$ cat config.mk
export PLATFORM = sky130hd
export DESIGN_NAME = exp_arbiter
export DESIGN_NICKNAME = d
export VERILOG_FILES = /design/src/rtl/exp_arbiter_pkg.sv /design/src/rtl/exp_sync.sv /design/src/rtl/exp_own_fsm.sv /design/src/rtl/exp_bus_io.sv /design/src/rtl/exp_arbiter.sv
export SDC_FILE = /design/constraint.sdc
export NUM_CORES = 1
export LEC_CHECK = 0
export ABC_AREA = 0
export CAP_MARGIN = 20
export CORE_AREA = 10 10 47 49
export CTS_BUF_LIST = sky130_fd_sc_hd__clkbuf_4
export DETAILED_ROUTE_END_ITERATION = 16
export DIE_AREA = 0 0 57 59
export PLACE_DENSITY = 0.65
export SYNTH_ARGS = -nofsm -noshare
export SYNTH_HDL_FRONTEND = slang
export SYNTH_SLANG_ARGS = --single-unit
$ cat constraint.sdc
create_clock -name clk -period 1 [get_ports clk]
set_clock_uncertainty 0.05 [all_clocks]
set_input_delay 0.15 -clock clk [delete_from_list [all_inputs] [get_ports clk]]
set_output_delay 0.15 -clock clk [all_outputs]
set_load 0.05 [all_outputs]
$ cat src/rtl/exp_arbiter_pkg.sv
package exp_arbiter_pkg;

    typedef enum logic [1:0] {
        ST_IDLE = 2'd0,
        ST_WAIT = 2'd1,
        ST_OWN  = 2'd2,
        ST_JAM  = 2'd3
    } exp_state_t;

    typedef struct packed {
        logic dat;
        logic jam;
    } exp_line_t;

    function automatic logic st_owns(exp_state_t s);
        return (s == ST_OWN) || (s == ST_JAM);
    endfunction

endpackage

$ cat src/rtl/exp_sync.sv
module exp_sync #(
    parameter int WIDTH  = 2,
    parameter int STAGES = 2
) (
    input  logic             clk,
    input  logic             rst,
    input  logic [WIDTH-1:0] d,
    output logic [WIDTH-1:0] q
);
    logic [WIDTH-1:0] chain [STAGES];

    generate
        for (genvar i = 0; i < STAGES; i++) begin : g_stage
            if (i == 0) begin : g_first
                always_ff @(posedge clk) begin
                    if (rst) chain[0] <= '0;
                    else     chain[0] <= d;
                end
            end else begin : g_next
                always_ff @(posedge clk) begin
                    if (rst) chain[i] <= '0;
                    else     chain[i] <= chain[i-1];
                end
            end
        end
    endgenerate

    assign q = chain[STAGES-1];
endmodule

$ cat src/rtl/exp_own_fsm.sv
module exp_own_fsm
    import exp_arbiter_pkg::*;
(
    input  logic       clk,
    input  logic       rst,
    input  logic       active,
    input  logic       grant,
    input  logic       coll,
    output exp_state_t state
);
    exp_state_t nxt;

    always_comb begin
        nxt = state;
        if (!active) begin
            nxt = ST_IDLE;
        end else begin
            unique case (state)
                ST_IDLE: nxt = ST_WAIT;
                ST_WAIT: nxt = grant ? ST_OWN : ST_WAIT;
                ST_OWN:  nxt = !grant ? ST_WAIT : (coll ? ST_JAM : ST_OWN);
                ST_JAM:  nxt = grant ? ST_JAM : ST_WAIT;
                default: nxt = ST_IDLE;
            endcase
        end
    end

    always_ff @(posedge clk) begin
        if (rst) state <= ST_IDLE;
        else     state <= nxt;
    end
endmodule

$ cat src/rtl/exp_bus_io.sv
module exp_bus_io
    import exp_arbiter_pkg::*;
(
    input  logic      clk,
    input  logic      rst,
    input  logic      own,
    input  logic      tx_data,
    input  exp_line_t pad_in,
    output logic      dat_o,
    output exp_line_t rx
);
    always_ff @(posedge clk) begin
        if (rst) begin
            dat_o <= 1'b0;
            rx    <= '0;
        end else begin
            dat_o <= tx_data;
            rx    <= own ? '0 : pad_in;
        end
    end
endmodule

$ cat src/rtl/exp_arbiter.sv
module exp_arbiter
    import exp_arbiter_pkg::*;
#(
    parameter int NPORTS      = 8,
    parameter int SYNC_STAGES = 2
) (
    input  logic              clk,
    input  logic              rst,
    input  logic [NPORTS-1:0] port_rx,
    input  logic [NPORTS-1:0] port_coll,
    input  logic              tx_data,
    input  logic              ack_n,
    input  logic              col_n,
    input  logic              dat_i,
    input  logic              jam_i,
    output logic              req_n,
    output logic              dat_o,
    output logic              dat_oe,
    output logic              jam_o,
    output logic              jam_oe,
    output logic              rx_dat,
    output logic              rx_jam
);
    localparam int NSYNC = 2;

    logic [NSYNC-1:0] async_in;
    logic [NSYNC-1:0] sync_out;
    logic             active;
    logic             own;
    exp_state_t       state;
    exp_line_t        pad_in;
    exp_line_t        rx;

    assign async_in = {~col_n, ~ack_n};
    assign active   = (|port_rx) | (|port_coll);

    exp_sync #(.WIDTH(NSYNC), .STAGES(SYNC_STAGES)) i_sync (
        .clk (clk),
        .rst (rst),
        .d   (async_in),
        .q   (sync_out)
    );

    exp_own_fsm i_fsm (
        .clk    (clk),
        .rst    (rst),
        .active (active),
        .grant  (sync_out[0]),
        .coll   (sync_out[1]),
        .state  (state)
    );

    assign own        = st_owns(state);
    assign pad_in.dat = dat_i;
    assign pad_in.jam = jam_i;

    exp_bus_io i_io (
        .clk     (clk),
        .rst     (rst),
        .own     (own),
        .tx_data (tx_data),
        .pad_in  (pad_in),
        .dat_o   (dat_o),
        .rx      (rx)
    );

    assign req_n  = (state == ST_IDLE);
    assign dat_oe = own;
    assign jam_oe = own;
    assign jam_o  = (state == ST_JAM);
    assign rx_dat = rx.dat;
    assign rx_jam = rx.jam;
endmodule

==> impl_metrics.yaml, run 1 <==
die:
  start_util: 0.223
  rows: 14
  die_area_um2: 3360
  core_area_um2: 1400
  ios: 30
  chipWidth_um: 57
  die_h_um: 59
drt:
  wire_per_inst_um: 12.4
  drc: 0
  first_pass_iters: 4
  num_vias: 347
  routed_via_density: 4.28
  final_antenna_net_count: 0
  wl_um: 1010
  dr.first_iter.drc_count: 3
setup_path:
  end_kind: "output pin"
  critPathArrivalTime_ns: 0.92
  r2r-start: "i_fsm.state[0]$_SDFF_PP0_"
  r2r_slack_ns: -0.02
  path_class: "register to output pin"
  crit_required_ns: 0.80
  crit_path_start_kind: "register"
  worstPathMaxFanout: 3
  critPathLaunch: "i_fsm.state[0]$_SDFF_PP0_"
synth:
  yosys.area.top_type: "dfxtp_1"
  synth_common_cells: "9 x dfxtp_1, 4 x nor2b_1, 4 x nor4_1, 3 x nor2_1, 3 x nor3b_1"
  synth-seq-cells: 9
  synth_edf_count: 0
  yosysTopAreaCellShare: 0.576
  synth_most_common_cell: "dfxtp_1"
  synth.net_count: 53
  synth_seq_area_share: 0.576
  netlist_instances: 30
  avgSynthCellArea_um2: 10.4
  synth.distinct_cells: 12
  synth_area_um2: 313
  async_flop_share: 0
  yosys_warnings: 0
  ys_top_cells_by_area: "dfxtp_1 58%, nor2b_1 8.0%, nor4_1 8.0%"
  synth_top_flop_cell: "dfxtp_1"
finish:
  final_area_um2: 782
  antenna_cells: 0
  nets: 89
  fin_util: 0.558
  syn2layout_area_growth_pct: 150
  final_layout_size_suffix_gt1_frac: 0.369
timing:
  finalSetupViolCount: 5
  finalHoldViolCount: 0
  period_needed_ns: 1.12
  rsz0062_at_grt: "true"
  tns_ns: -0.421
  hold_ws_ns: 0.343
  slew_headroom: 0.861
  drv_slew: 0
  max_freq_ghz: 0.893
  tightest_slew_ns: 0.205
  min_period_over_period: 1.12
  layout_setup_ws_ns: -0.120
pwr:
  cellPowerDensity_nw_per_um2: 1140
  power_switching_mw: 0.210
  internal-power_mw: 0.680
  ir_drop_v: 0.000968
  switching_share: 0.236
  pwr-share-comb: 0.229
  power.share.clock: 0.338
  power.leakage_nw: 0.319
  seqPwrFrac: 0.433
  p_total_mw: 0.890
clock_tree:
  clk_latency_ns: 0.26
  cts_tree: "built"
  path_clk_slew_ns: 0.06
  cts-root-buf: "clkbuf_4"
  htreeDepth: 1
  cts-buffers-inserted: 3
  cts.sinks: 9
  ctsHoldBuffers: 0
  clockBufferDepth: 2
global_route:
  grt_pass1_vias: 378
  grtUsageTotal: 0.0640
  grt_pass1_wl_um: 1660
  antenna_found_initial: 0
  grt_max_degree: 6
  overflow: 0
min_path:
  worstHoldPathType: "primary input to register"
  min_from: "ack_n"
flow_run:
  cap_violations: 0
status:
  violations: "setup timing"
  status: "finished, violations left"
placement:
  dp_hpwl_um: 852
  globalplace.congestion: 0.618
  place_area_um2: 699
  portBuffers: 29
[layer usage]
layer	routed length [µm]	global-route usage	vias to the layer above
met4	8	0.0201	0
met3	67	0.0536	2
met2	589	0.115	12
met1	340	0.0513	155
met5	0	0	-
li1	-	-	178
[power by group through the flow]
stage	Sequential [mW]	Combinational, mW	Clock [mW]
global placement	0.394	0.202	0
global route	0.387	0.216	0.333
CTS	0.386	0.199	0.313
detailed placement	0.394	0.203	0
floorplan	0.413	0.0373	0
finish	0.385	0.204	0.301
[cells in the final DEF (no fill, tap or decap)]
cell and count:
nor3b_1 2, buf_4 2, buf_12 7, nor2b_1 4, nor2_1 2, nor4_2 4
nor4bb_1 1, nor3b_2 1, nor2_4 1, dlygate4sd2_1 11, dfxtp_1 7, nand4_1 1
and2_4 1, buf_6 2, clkbuf_4 4, and3b_1 1, o21ai_1 1, clkdlybuf4s50_1 11
dfxtp_4 2
[what timing repair did]
| item | in CTS | in global routing |
|---|---|---|
| pin swaps | 9 | 3 |
| setup endpoints to repair | 6 | 6 |
| gates resized for setup | 20 | 5 |
| setup buffers | 2 | 0 |
[flip-flops by register name, indices dropped and copies added (netlist names)]
signal        flops
i_io.dat_o        1
i_io.rx           2
i_sync.chain      4
i_fsm.state       2
[per-stage QoR]
stage                     instances  worst slack [ns]
final                            81            -0.120
after global routing             81            -0.153
after CTS                        81            -0.121
after detailed placement         75            -0.315
after global placement           75            -0.335
after floorplan                  30            -0.100
[worst max-delay path, cell delays in order, from the launching register on]
cell and delay, ns:
dfxtp_4 0.36, and2_4 0.16, buf_12 0.14
[path summary, 6_finish.rpt]
check                                        to  cells past startpoint
hold reg to reg   i_sync.chain[1][1]$_SDFF_PP0_                      1
hold / removal    i_sync.chain[0][0]$_SDFF_PP0_                      2
setup / recovery                          jam_o                      2
setup reg to reg      i_fsm.state[0]$_SDFF_PP0_                      4
[logic make-up (layout without fill, tap and decap cells)]
| kind of cell | after synthesis | in the layout | synth area share |
|---|---|---|---|
| buffers and inverters | 2 | 37 | 0.0360 |
| DFF | 9 | 9 | 0.576 |
| and+or+nand+nor | 18 | 18 | 0.372 |
| AOI/OAI and AO/OA | 1 | 1 | 0.0160 |
[area by class of cell]
| type | count | area (µm²) |
|---|---|---|
| Multi-Input combinational cell | 19 | 160 |
| Fill cell | 128 | 619 |
| Clock buffer | 4 | 30.0 |
| Sequential cell | 9 | 188 |
| Timing Repair Buffer | 33 | 384 |
| Tap cell | 16 | 20.0 |
No activity file was read; power rests on OpenSTA's default activity.
==> run 2, diff against run 1 <==
Settings changed: SKIP_LAST_GASP from default to 1, SLEW_MARGIN from default to 20.
==> run 2 against run 1 <==
The run still ends with setup timing left. Sequential share of layout area stayed put. Clock power about the same. Final area did not move. Largest cell class unchanged. Highest routed layer unchanged.
==> impl_metrics.yaml, run 2 (synthesized netlist as in run 1, its figures left out) <==
finish:
  fin_util: 0.558
  top_regs: "i_sync.chain (4), i_fsm.state (2), i_io.rx (2)"
  regArea_um2: 188
  largest_register: "i_sync.chain"
  nets: 89
  largest_reg_flops: 4
  syn2layout_area_growth_pct: 150
  final_cell_mix: "11 x clkdlybuf4s50_1, 11 x dlygate4sd2_1, 7 x dfxtp_1, 7 x buf_12"
  final_layout_size_suffix_gt1_frac: 0.369
  stdcell_count: 81
  fillers: 128
  multiInputGateArea_um2: 160
  antenna_cells: 0
die:
  die_h_um: 59
  core_area_um2: 1400
  die_area_um2: 3360
  start_util: 0.223
  rows: 14
  ios: 30
  chipWidth_um: 57
setup_path:
  crit_chain: "and2_4, buf_12"
  worstPathMaxFanout: 3
  crit_buf_inv: 1
  critPathArrivalTime_ns: 0.92
  critPathMaxStageDelay_ns: 0.36
  crit_path_start_kind: "register"
  crit_required_ns: 0.80
  slowest_stage: "dfxtp_4"
  end_kind: "output pin"
  path_class: "register to output pin"
  r2r-start: "i_fsm.state[0]$_SDFF_PP0_"
  cp_top_family: "flip-flops"
  critPathLaunch: "i_fsm.state[0]$_SDFF_PP0_"
pwr:
  power.leakage_nw: 0.319
  cellPowerDensity_nw_per_um2: 1140
  ir_drop_v: 0.000968
drt:
  first_pass_iters: 4
  final_antenna_net_count: 0
  routed_via_density: 4.28
  drc: 0
  dr.first_iter.drc_count: 3
  wl_um: 1010
  num_vias: 347
  wire_per_inst_um: 12.4
clock_tree:
  cts-buffers-inserted: 3
  clockBufferDepth: 2
  cts.sinks: 9
  cts-root-buf: "clkbuf_4"
  path_clk_slew_ns: 0.06
  htreeDepth: 1
  cts_tree: "built"
  clk_latency_ns: 0.26
timing:
  finalHoldViolCount: 0
  layout_setup_ws_ns: -0.120
  period_needed_ns: 1.12
  slew_headroom: 0.861
  finalSetupViolCount: 5
  max_freq_ghz: 0.893
  rsz0062_at_grt: "true"
  drv_slew: 0
  min_period_over_period: 1.12
  tightest_slew_ns: 0.205
global_route:
  antenna_found_initial: 0
  grt_pass1_wl_um: 1660
  use_met1: 0.0513
  grt_pass1_vias: 378
  grtUsageTotal: 0.0640
  grt_max_degree: 6
  busiest_layer: "met2"
  use_met2: 0.115
  overflow: 0
  use_met3: 0.0536
min_path:
  worstHoldPathType: "primary input to register"
  min_from: "ack_n"
status:
  status: "finished, violations left"
  violations: "setup timing"
placement:
  pre_cts_ws_ns: -0.315
  place_inst: 75
  dp_hpwl_um: 852
  portBuffers: 29
  globalplace.congestion: 0.618
flow_run:
  cap_violations: 0
run 2: cell counts in the layout (fill, tap and decap cells not counted):
Identical to the previous run, type by type.
run 2: metal layers:
metal	vias up	wire length (µm)
li1	178	-
met1	155	340
met2	12	589
met3	2	67
met4	0	8
met5	-	0
run 2: cell type report:
class,instances,share of cell area
well taps,16,0.0256
multi-input cells,19,0.205
clock buffers,4,0.0384
flip-flops and latches,9,0.240
repair buffers,33,0.491
run 2: metrics by stage:
| stage | power (mW) | TNS [ns] | area [µm²] | hold WS (ns) |
|---|---|---|---|---|
| after floorplan | 0.451 | -0.173 | 319 | 0.167 |
| after global placement | 0.596 | -1.05 | 699 | 0.367 |
| after detailed placement | 0.597 | -1.06 | 699 | 0.378 |
| after CTS | 0.898 | -0.412 | 757 | 0.326 |
| after global routing | 0.936 | -0.637 | 782 | 0.345 |
| final | 0.890 | -0.421 | 782 | 0.343 |
run 2: report_power, final:
group	total (mW)	leakage (nW)	switching [mW]	internal, mW
sequential	0.385	0.0758	0.0121	0.373
clock	0.301	0.0184	0.120	0.180
combinational	0.204	0.225	0.0776	0.127
run 2: path summary, 6_finish.rpt:
kind,endpoint,slack (ns),cells past startpoint
setup / recovery,jam_o,-0.12,2
hold / removal,i_sync.chain[0][0]$_SDFF_PP0_,0.34,2
setup reg to reg,i_fsm.state[0]$_SDFF_PP0_,-0.02,4
hold reg to reg,i_sync.chain[1][1]$_SDFF_PP0_,0.39,1
run 2: timing repair:
action                     CTS  global route
setup endpoints to repair    6             6
hold buffers                 0             0
pin swaps                    9             3
setup buffers                2             0
gates resized for setup     20             5
